===== src/rtl/hbridge_guard.sv =====
module hbridge_guard #(
  parameter int DEAD_CYC = 4,
  parameter int SYNC_LEN = 2
) (
  input  logic       clk,
  input  logic       rst_n,
  input  logic       pwm_a,
  input  logic       pwm_b,
  input  logic       mute_n,
  input  logic [1:0] prot_mode,
  input  logic       bridge_sel,
  input  logic       oc_flag,
  input  logic       otw_flag,
  input  logic       ote_flag,
  input  logic       uv_flag,
  output logic       a_hi,
  output logic       a_lo,
  output logic       b_hi,
  output logic       b_lo,
  output logic       trip_n,
  output logic       hot_n
);
  localparam int NIN = 7;
  localparam int CW  = $clog2(DEAD_CYC + 1);

  logic [SYNC_LEN-1:0][NIN-1:0] sr;
  logic [NIN-1:0] s;
  always_ff @(posedge clk or negedge rst_n)
    if (!rst_n) sr <= '0;
    else        sr <= {sr[SYNC_LEN-2:0], {uv_flag, ote_flag, otw_flag, oc_flag, mute_n, pwm_b, pwm_a}};
  assign s = sr[SYNC_LEN-1];

  logic [1:0] pwm_s;
  logic run_s, oc_s, otw_s, ote_s, uv_s;
  assign pwm_s = s[1:0];
  assign run_s = s[2];
  assign oc_s  = s[3];
  assign otw_s = s[4];
  assign ote_s = s[5];
  assign uv_s  = s[6];

  logic run_q, ote_lat, ocuv_lat, en_q;
  logic rise, fall, mode_ok, fault_now, live;
  assign rise      = run_s & ~run_q;
  assign fall      = ~run_s & run_q;
  assign mode_ok   = (prot_mode == 2'b01) && !bridge_sel;
  assign fault_now = oc_s | ote_s | uv_s;

  always_ff @(posedge clk or negedge rst_n)
    if (!rst_n) begin
      run_q    <= 1'b0;
      ote_lat  <= 1'b0;
      ocuv_lat <= 1'b0;
      en_q     <= 1'b0;
    end else begin
      run_q    <= run_s;
      ote_lat  <= (ote_lat & ~fall) | ote_s;
      ocuv_lat <= (ocuv_lat & ~fall) | oc_s | uv_s;
      if (!run_s || ote_lat || ocuv_lat || fault_now) en_q <= 1'b0;
      else if (rise)                                  en_q <= 1'b1;
    end

  assign live = en_q & run_s & mode_ok & ~fault_now;

  logic [1:0] w_hi, w_lo, on_hi, on_lo;
  assign w_hi = {2{live}} & pwm_s;
  assign w_lo = {2{live}} & ~pwm_s;

  for (genvar i = 0; i < 2; i++) begin : g_half
    logic hq, lq, ph, pl;
    logic [CW-1:0] cnt;
    always_ff @(posedge clk or negedge rst_n)
      if (!rst_n) begin
        hq <= 1'b0; lq <= 1'b0; ph <= 1'b0; pl <= 1'b0; cnt <= '0;
      end else begin
        ph <= w_hi[i];
        pl <= w_lo[i];
        if (!(w_hi[i] | w_lo[i])) begin
          hq <= 1'b0; lq <= 1'b0; cnt <= '0;
        end else if (w_hi[i] != ph || w_lo[i] != pl) begin
          hq <= 1'b0; lq <= 1'b0; cnt <= CW'(1);
        end else if (!(hq | lq)) begin
          if (cnt == CW'(DEAD_CYC - 1)) begin
            hq <= w_hi[i];
            lq <= w_lo[i];
          end else begin
            cnt <= cnt + CW'(1);
          end
        end
      end
    assign on_hi[i] = hq & w_hi[i];
    assign on_lo[i] = lq & w_lo[i];
  end

  assign a_hi = on_hi[0];
  assign a_lo = on_lo[0];
  assign b_hi = on_hi[1];
  assign b_lo = on_lo[1];

  assign trip_n = ~(run_s & (ote_lat | ocuv_lat));
  assign hot_n  = ~(otw_s | (run_s & ote_lat));

  a_r1_mute_off: assert property (@(posedge clk) disable iff (!rst_n)
    !run_s |-> !(a_hi || a_lo || b_hi || b_lo));
  a_r4_no_overlap: assert property (@(posedge clk) disable iff (!rst_n)
    !(a_hi && a_lo) && !(b_hi && b_lo));
  a_r3_dead_a: assert property (@(posedge clk) disable iff (!rst_n)
    ($rose(a_hi) |-> $past(!a_lo)) and ($rose(a_lo) |-> $past(!a_hi)));
  a_r3_dead_b: assert property (@(posedge clk) disable iff (!rst_n)
    ($rose(b_hi) |-> $past(!b_lo)) and ($rose(b_lo) |-> $past(!b_hi)));
  a_r5_latched_off: assert property (@(posedge clk) disable iff (!rst_n)
    (ote_lat || ocuv_lat) |-> !(a_hi || a_lo || b_hi || b_lo));
  a_r6_resume_on_rise: assert property (@(posedge clk) disable iff (!rst_n)
    $rose(en_q) |-> $past(run_s && !run_q));
  a_r7_trip_high_in_mute: assert property (@(posedge clk) disable iff (!rst_n)
    !run_s |-> trip_n);
  a_r9_mode_gate: assert property (@(posedge clk) disable iff (!rst_n)
    !mode_ok |-> !(a_hi || a_lo || b_hi || b_lo));
endmodule


===== config.mk =====
export PLATFORM = sky130hd
export DESIGN_NAME = hbridge_guard
export DESIGN_NICKNAME = d
export VERILOG_FILES = /design/src/rtl/hbridge_guard.sv
export SDC_FILE = /design/constraint.sdc
export NUM_CORES = 1
export LEC_CHECK = 0
export BUFFER_PORTS_ARGS = -buffer_cell sky130_fd_sc_hd__buf_4
export CORE_ASPECT_RATIO = 0.7
export CORE_MARGIN = 2
export CORE_UTILIZATION = 54
export CTS_CLUSTER_DIAMETER = 60
export CTS_CLUSTER_SIZE = 24
export DETAILED_ROUTE_END_ITERATION = 10
export PLACE_DENSITY = 0.76
export SYNTH_ARGS = -nofsm -noshare
export SYNTH_HDL_FRONTEND = slang
export SYNTH_SLANG_ARGS = --single-unit

===== constraint.sdc =====
create_clock -name clk -period 2.8 [get_ports clk]
set_clock_uncertainty 0.1 [all_clocks]
set_input_delay 0 -clock clk [delete_from_list [all_inputs] [get_ports clk]]
set_output_delay 0 -clock clk [all_outputs]
set_load 0.03 [all_outputs]

---- After elaboration in Yosys (flattened, before gate mapping) ----
Index checks and enable logic that the tools add are counted.
storage, ports and cells
  word-level logic and storage cells ...... 103
  input port bits ......................... 12
  register bits ........................... 32
operators by class
  muxes and demuxes ....................... 26
  bitwise gates (word level) .............. 33
  reductions and logical operators ........ 13
  eq/ne operators ......................... 13
  add/subtract/negate cells ............... 2
operators by type and width
  kind                   number
  $mux W3                8
  $mux W1                18
  $and A1 B1 Y1          13
  $ne A3 B3 Y1 const B   4
  $or A1 B1 Y1           11
  $reduce_and A2 Y1      4
  $add A3 B1 Y3 const B  2
  $eq A3 B2 Y1 const B   2
  $ne A3 B1 Y1 const B   2
  $not A1 Y1             6
  $logic_or A1 B1 Y1     5
  $and A2 B2 Y2          2
  $ne A1 B1 Y1           4
  $eq A2 B1 Y1 const B   1
  $logic_not A1 Y1       2
  $not A2 Y2             1
  $reduce_bool A2 Y1     1
  $logic_and A1 B1 Y1    1

---- Longest topological paths before layout ----
Gate-level depths: netlist of the first run.
  depth after elaboration ................. 9
  mapped depth ............................ 5

---- Worst setup path after synthesis of the first run ----
No wires, ideal clock.
  kind .................................... register to output
  from .................................... reg sr, in the netlist s[5]
  to ...................................... out a_lo
  data arrival time ....................... 2,256 ps
  path slack .............................. 444 ps
  buffers on the path ..................... 1
  cell stages (with the launch flop) ...... 5
  path through ............................ dfrtp_1 or4b_1 or4_1 buf_6 nor3b_1
between the ends
  cells in the longest elaborated chain, start to end .. 6
ends and longest elaborated chain
  what                       RTL line  source
  from (decl)                26        logic [SYNC_LEN-1:0][NIN-1:0] sr;
  from (signal assigned)     30        else sr <= {sr[SYNC_LEN-2:0], {uv_flag, ote_flag, otw_flag, oc_flag, mute_n, pwm_b, pwm_a}};
  $or A1 B1 Y1 (2 in a row)  47        assign fault_now = oc_s | ote_s | uv_s;
  $not A1 Y1                 63        assign live = en_q & run_s & mode_ok & ~fault_now;
  $and A1 B1 Y1              63
  $and A2 B2 Y2              67        assign w_lo = {2{live}} & ~pwm_s;
  $and A1 B1 Y1              92        assign on_lo[i] = lq & w_lo[i];
  to (decl)                  17        output logic a_lo,
No other way between the ends.

---- Worst setup path in the final report of the first run ----
  from .................................... reg sr, in the netlist s[5]
  to ...................................... out b_lo
between the ends
  cells in the longest elaborated chain, start to end .. 6
ends and longest elaborated chain
  what                       RTL line  source
  $or A1 B1 Y1 (2 in a row)  47
  $not A1 Y1                 63
  $and A1 B1 Y1              63
  $and A2 B2 Y2              67
  $and A1 B1 Y1              92
  to (decl)                  19        output logic b_lo,
No other way between the ends.

==> key figures, run 1 <==
CTS
  – Htree depth: 2
  – CTS max path bufs: 2
  – Worst-Skew Late Latency: 0.33 ns
  – # Post-CTS Setup Buffers: 0
  – Post_cts resized: 0
  – Clk sink count: 32
  – TritonCTS clock tree: yes
  – TritonCTS Buffers: 5
  – Clock root buffer: clkbuf_4
  – Clock slew at reported path FFs: 0.09 ns

Synth
  – Syn. warnings: 0
  – Post-synthesis sequential area ratio: 0.641
  – Synth Cell Area: 1250 um2
  – Post-synth ARST share: 1.00
  – Post-synth EDFFs: 0
  – Syn_nets: 114
  – Ys flop type: dfrtp_1
  – #FFs+latches synth: 32
  – Cells after Synth: 98
  – Unique masters post-synth: 23
  – Syn_area_per_cell: 12.8 um2

Worst setup path
  – Reg2Reg Setup Slack: 0.48 ns
  – Cells along the critical path: or4b_1 > or4_1 > nor3b_1 > buf_4
  – WP data required: 2.70 ns
  – Crit Reg-Reg Startpoint: s[5]
  – CP startpoint kind: flip-flop
  – Slowest cell on crit path: or4_1
  – Max Fanout on Critical Path: 18
  – Crit path to: b_lo
  – Crit. End Element: output port
  – CP Launch Point: s[5]
  – Arr. time, crit path: 2.55 ns
  – R2R depth: 3
  – Slowest stage delay, CP: 0.80 ns
  – WS Path Type: flip-flop to output port
  – Reg2reg end: g_half[1].cnt[2]

Drt
  – First-pass DRT Iterations: 3
  – DR WL/cell: 13.1 um
  – Post-DRT Antenna Nets: 0
  – Drt total wl: 2.10 mm
  – Detailed-route via count: 805
  – DR vias/cell: 5.00
  – Residual DRC count: 0
  – Number of DRC markers in iteration 0: 27

Finish
  – Multi-input gate area: 400 um2
  – Seq. cell area: 801 um2
  – Layout area overhead: 24.1%
  – Most frequent cells in the layout: dfrtp_1, buf_4, nor2_1, dlygate4sd3_1, inv_1
  – Final net count: 144
  – Fill cells: 179
  – Most common cell after layout, fill and taps aside: dfrtp_1
  – Share of cells above drive strength 1: 0.233
  – Number of diodes: 0
  – Design area: 1550 um2

Hold path
  – Worst hold path type: input pin to async pin

Power and ir drop
  – Max VDD drop: 0.364 mV
  – Leak Pwr: 0.715 nW
  – PwrDens: 554 nW/um2

STA
  – Slew margin rel.: 0.532
  – Final Hold Fails: 0
  – RSZ-0062 raised after global routing: no
  – Fmax: 0.377 GHz
  – Fin crit period: 2.65 ns
  – Post-Route Setup TNS: 0 ns
  – # setup viols final: 0
  – Fin crit share: 0.946
  – Slew Viols, Final: 0
  – Worst Tran Pin Value: 0.697 ns

GRT
  – GRT overflow: 0
  – Overall fraction of global-route tracks in use: 0.185
  – First-pass GRT wire length: 3.43 mm
  – Largest net degree at the start of global routing: 33
  – Initial antenna violation count: 0
  – Vias in the first global route: 823

Placed design
  – Placed inst area: 1400 um2
  – Input/output buffers: 17
  – Hpwl dp: 1.47 mm
  – RePlAce Congestion: 0.796

Die
  – Die boundary width: 61.5 um
  – Num ports: 18
  – FP Rows: 14
  – Die area: 2720 um2
  – Die Y-Extent: 44.3 um
  – Starting Density: 0.575
  – Core Area: 2170 um2

Job
  – # Max-Cap Violations: 0

Run status
  – Outcome: finished clean
==> state kept, by name, indices dropped and copies added (netlist names) <==
register / cells
g_half.lq: 2
g_half.pl: 2
s: 7
ocuv_lat: 1
run_q: 1
en_q: 1
ote_lat: 1
sr: 7
g_half.ph: 2
g_half.hq: 2
g_half.cnt: 6
==> area by class of cell <==
class                   instances  share of cell area
multi-input cells              57               0.258
inverters                       7              0.0169
clock inverters                 2              0.0226
flip-flops and latches         32               0.516
repair buffers                 25               0.134
clock buffers                   6              0.0266
well taps                      32              0.0258
==> cells by family (layout without fill, tap and decap cells) <==
family | after synthesis | count (layout) | synth area share
XOR/XNOR | 2 | 2 | 0.0140
AO/OA/AOI/OAI | 17 | 17 | 0.100
multiplexers | 2 | 2 | 0.0160
adder cells (fa/ha/maj) | 4 | 4 | 0.0400
AND/OR/NAND/NOR | 32 | 32 | 0.150
buffers and inverters | 9 | 40 | 0.0390
flip-flops | 32 | 32 | 0.641
==> repair_timing <==
item,4_1_cts,5_1_grt
hold buffers,8,0
endpoints found under the setup margin,0,0
endpoints found under the hold margin,39,0
==> power by group <==
group	leakage (nW)	switching (W)	internal, W
logic	0.270	0.0000185	0.0000217
registers	0.404	0.00000723	0.000474
clock network	0.0422	0.000151	0.000187
total	0.715	0.000177	0.000683
==> synthesized netlist by cell type (all sizes together) (2+ instances only) <==
cell / number / area (um2)
inv: 7 / 26.3
dfrtp: 32 / 801
nand2b: 2 / 12.5
nor2b: 4 / 25.0
mux2i: 2 / 20.0
buf: 2 / 22.5
a21oi: 5 / 25.0
nor2: 8 / 30.0
and3b: 2 / 17.5
nor3: 6 / 40.0
xor2: 2 / 17.5
nor3b: 4 / 30.0
nand2: 4 / 15.0
a2111oi: 3 / 38.8
o21ba: 2 / 20.0
o21ai: 5 / 25.0
ha: 4 / 50.1
==> metal layers <==
layer | GRT usage | part of all wire | vias up
li1 | - | - | 395
met1 | 0.223 | 0.44 | 391
met2 | 0.288 | 0.50 | 14
met3 | 0.0614 | 0.036 | 5
met4 | 0.111 | 0.016 | 0
met5 | 0 | 0 | -
==> worst max-delay path: cells and delay by family, from the launching register on <==
kind,cells,cell delay [ns]
and+or+nand+nor,3,1.62
DFF,1,0.40
buffers and inverters,1,0.19
==> stage by stage <==
step | hold WS [ns] | std cells | total power [W] | setup WS [ns] | util
final | 0.0366 | 161 | 0.000860 | 0.151 | 0.714
after global routing | 0.0435 | 161 | 0.000893 | 0.00283 | 0.714
after detailed placement | -0.147 | 145 | 0.000523 | 0.472 | 0.642
after global placement | -0.152 | 145 | 0.000521 | 0.527 | 0.642
after floorplan | -0.396 | 98 | 0.000497 | 0.444 | -
after CTS | 0.0295 | 161 | 0.000869 | 0.110 | 0.714
==> worst min-delay path by stage <==
stage                     startpoint    end  slack (ns)  cells past startpoint
after floorplan                rst_n   en_q       -0.40                      0
after global placement         rst_n  sr[6]       -0.15                      1
after detailed placement       rst_n  sr[5]       -0.15                      1
after CTS                      rst_n  sr[5]        0.03                      2
after global routing           rst_n  sr[5]        0.04                      2
final                          rst_n  sr[2]        0.04                      2
(Power assumes the default switching activity.)
==> inputs of run 2 (changes only) <==
==> constraint.sdc (replaced) <==
create_clock -name clk -period 2.8 [get_ports clk]
set_clock_uncertainty 0.1 [all_clocks]
set_input_delay 0.14 -clock clk [delete_from_list [all_inputs] [get_ports clk]]
set_output_delay 0.14 -clock clk [all_outputs]
set_load 0.03 [all_outputs]
==> key figures, run 2 (same netlist as run 1, synthesis figures left out) <==
Worst setup path
  – Slowest stage delay, CP: 0.58 ns
  – WP data required: 2.56 ns
  – Reg2Reg Setup Slack: 0.80 ns
  – Max Fanout on Critical Path: 11
  – Cells along the critical path: or4b_1 > or4_4 > buf_4 > nor3_2 > buf_4
  – Slowest cell on crit path: or4_4
  – Crit. End Element: output port
  – Critical path's most frequent cell: buf_4
  – Arr. time, crit path: 2.31 ns
  – CP startpoint kind: flip-flop
  – WS Path Type: flip-flop to output port

Power and ir drop
  – Max VDD drop: 0.423 mV
  – Switching part of the total power: 0.201
  – Seq pwr share: 0.563
  – Leak Pwr: 0.721 nW
  – Internal power: 0.000683 W
  – Psw: 0.000172 W
  – Logic pwr share: 0.047
  – PwrDens: 547 nW/um2
  – Clock power frac: 0.390

Drt
  – First-pass DRT Iterations: 7
  – DR vias/cell: 4.95
  – Number of DRC markers in iteration 0: 12
  – Post-DRT Antenna Nets: 0
  – Detailed-route via count: 802
  – Residual DRC count: 0
  – Drt total wl: 1.89 mm
  – DR WL/cell: 11.7 um

STA
  – # setup viols final: 0
  – Fin crit share: 0.910
  – Fmax: 0.393 GHz
  – Slew Viols, Final: 0
  – Final Hold Fails: 0
  – Setup WS post-layout: 0.252 ns
  – Post-Route Setup TNS: 0 ns
  – Slew margin rel.: 0.568
  – RSZ-0062 raised after global routing: no
  – Fin crit period: 2.55 ns
  – Worst Tran Pin Value: 0.643 ns

Hold path
  – Worst hold path type: input pin to flip-flop

Finish
  – Fill cells: 158
  – Most frequent cells in the layout: dfrtp_1, buf_4, nor2_1, dlygate4sd3_1, inv_1
  – Multi-input gate area: 404 um2
  – Most common cell after layout, fill and taps aside: dfrtp_1
  – Layout area overhead: 25.0%
  – Final net count: 145
  – Share of cells above drive strength 1: 0.246
  – Number of diodes: 0
  – Seq. cell area: 801 um2

Job
  – # Max-Cap Violations: 0

GRT
  – Initial antenna violation count: 0
  – Vias in the first global route: 794
  – GRT overflow: 0
  – Largest net degree at the start of global routing: 33
  – Overall fraction of global-route tracks in use: 0.174
  – First-pass GRT wire length: 3.27 mm

Placed design
  – RePlAce Congestion: 0.802
  – Hpwl dp: 1.35 mm
  – Input/output buffers: 17
  – Place WS: 0.439 ns

CTS
  – TritonCTS clock tree: yes
  – Clock root buffer: clkbuf_4
  – TritonCTS Buffers: 5
  – Clock slew at reported path FFs: 0.10 ns
  – Clk sink count: 32
  – Worst-Skew Late Latency: 0.32 ns
  – Htree depth: 2
  – CTS max path bufs: 2
  – # Post-CTS Setup Buffers: 0

Die
  – Die Y-Extent: 44.3 um
  – FP Rows: 14
  – Starting Density: 0.575
  – Core Area: 2170 um2
  – Die area: 2720 um2
  – Num ports: 18
  – Die boundary width: 61.5 um

Run status
  – Outcome: finished clean
-- run 2: layer usage --
layer	wire length, um	global-route usage	vias to the layer above
met5	0	0	-
met4	37	0.0723	0
met3	66	0.0789	4
met2	874	0.253	16
met1	911	0.228	386
li1	-	-	396
-- run 2: area by class of cell --
cell class / count / area share
timing repair buffer: 26 / 0.138
sequential: 32 / 0.512
tap: 32 / 0.0256
inverter: 7 / 0.0168
clock buffer: 6 / 0.0264
multi-input combinational: 57 / 0.259
clock inverter: 2 / 0.0224
-- run 2: power groups by stage --
stage | combinational [W] | clock (W) | sequential [W]
2_1_floorplan | 0.00000845 | 0 | 0.000488
3_3_place_gp | 0.0000313 | 0 | 0.000490
3_5_place_dp | 0.0000320 | 0 | 0.000490
4_1_cts | 0.0000407 | 0.000339 | 0.000481
5_1_grt | 0.0000443 | 0.000360 | 0.000483
6_report | 0.0000399 | 0.000333 | 0.000481
-- run 2: path summary, 6_finish.rpt --
check,depth (start not counted),from,to
max reg2reg,3,s[5],g_half[0].cnt[2]
min reg2reg,0,sr[5],s[5]
max in group asynchronous,2,rst_n,g_half[0].ph
min,3,bridge_sel,g_half[1].hq
min in group asynchronous,2,rst_n,ote_lat
max,5,s[5],b_hi
-- run 2: stage by stage --
stage	hold WS (ns)	total power (W)	area, um2	cells	utilization
floorplan	-0.256	0.000497	1250	98	-
global placement	-0.0128	0.000521	1400	146	0.646
detailed placement	-0.00889	0.000522	1400	146	0.646
CTS	0.179	0.000861	1560	162	0.718
global route	0.0635	0.000887	1560	162	0.719
finish	0.0678	0.000854	1560	162	0.719
-- run 2: timing repair --
action | in CTS | in global routing
hold buffers | 8 | 0
resized for setup | 0 | 1
endpoints found under the setup margin | 0 | 3
endpoints found under the hold margin | 39 | 0
-- run 2: critical path: cells and delay by family, from the launching register on --
kind                   cells  cell delay, ns
AND/OR/NAND/NOR            3            1.22
flip-flops                 1            0.38
buffers and inverters      2            0.38
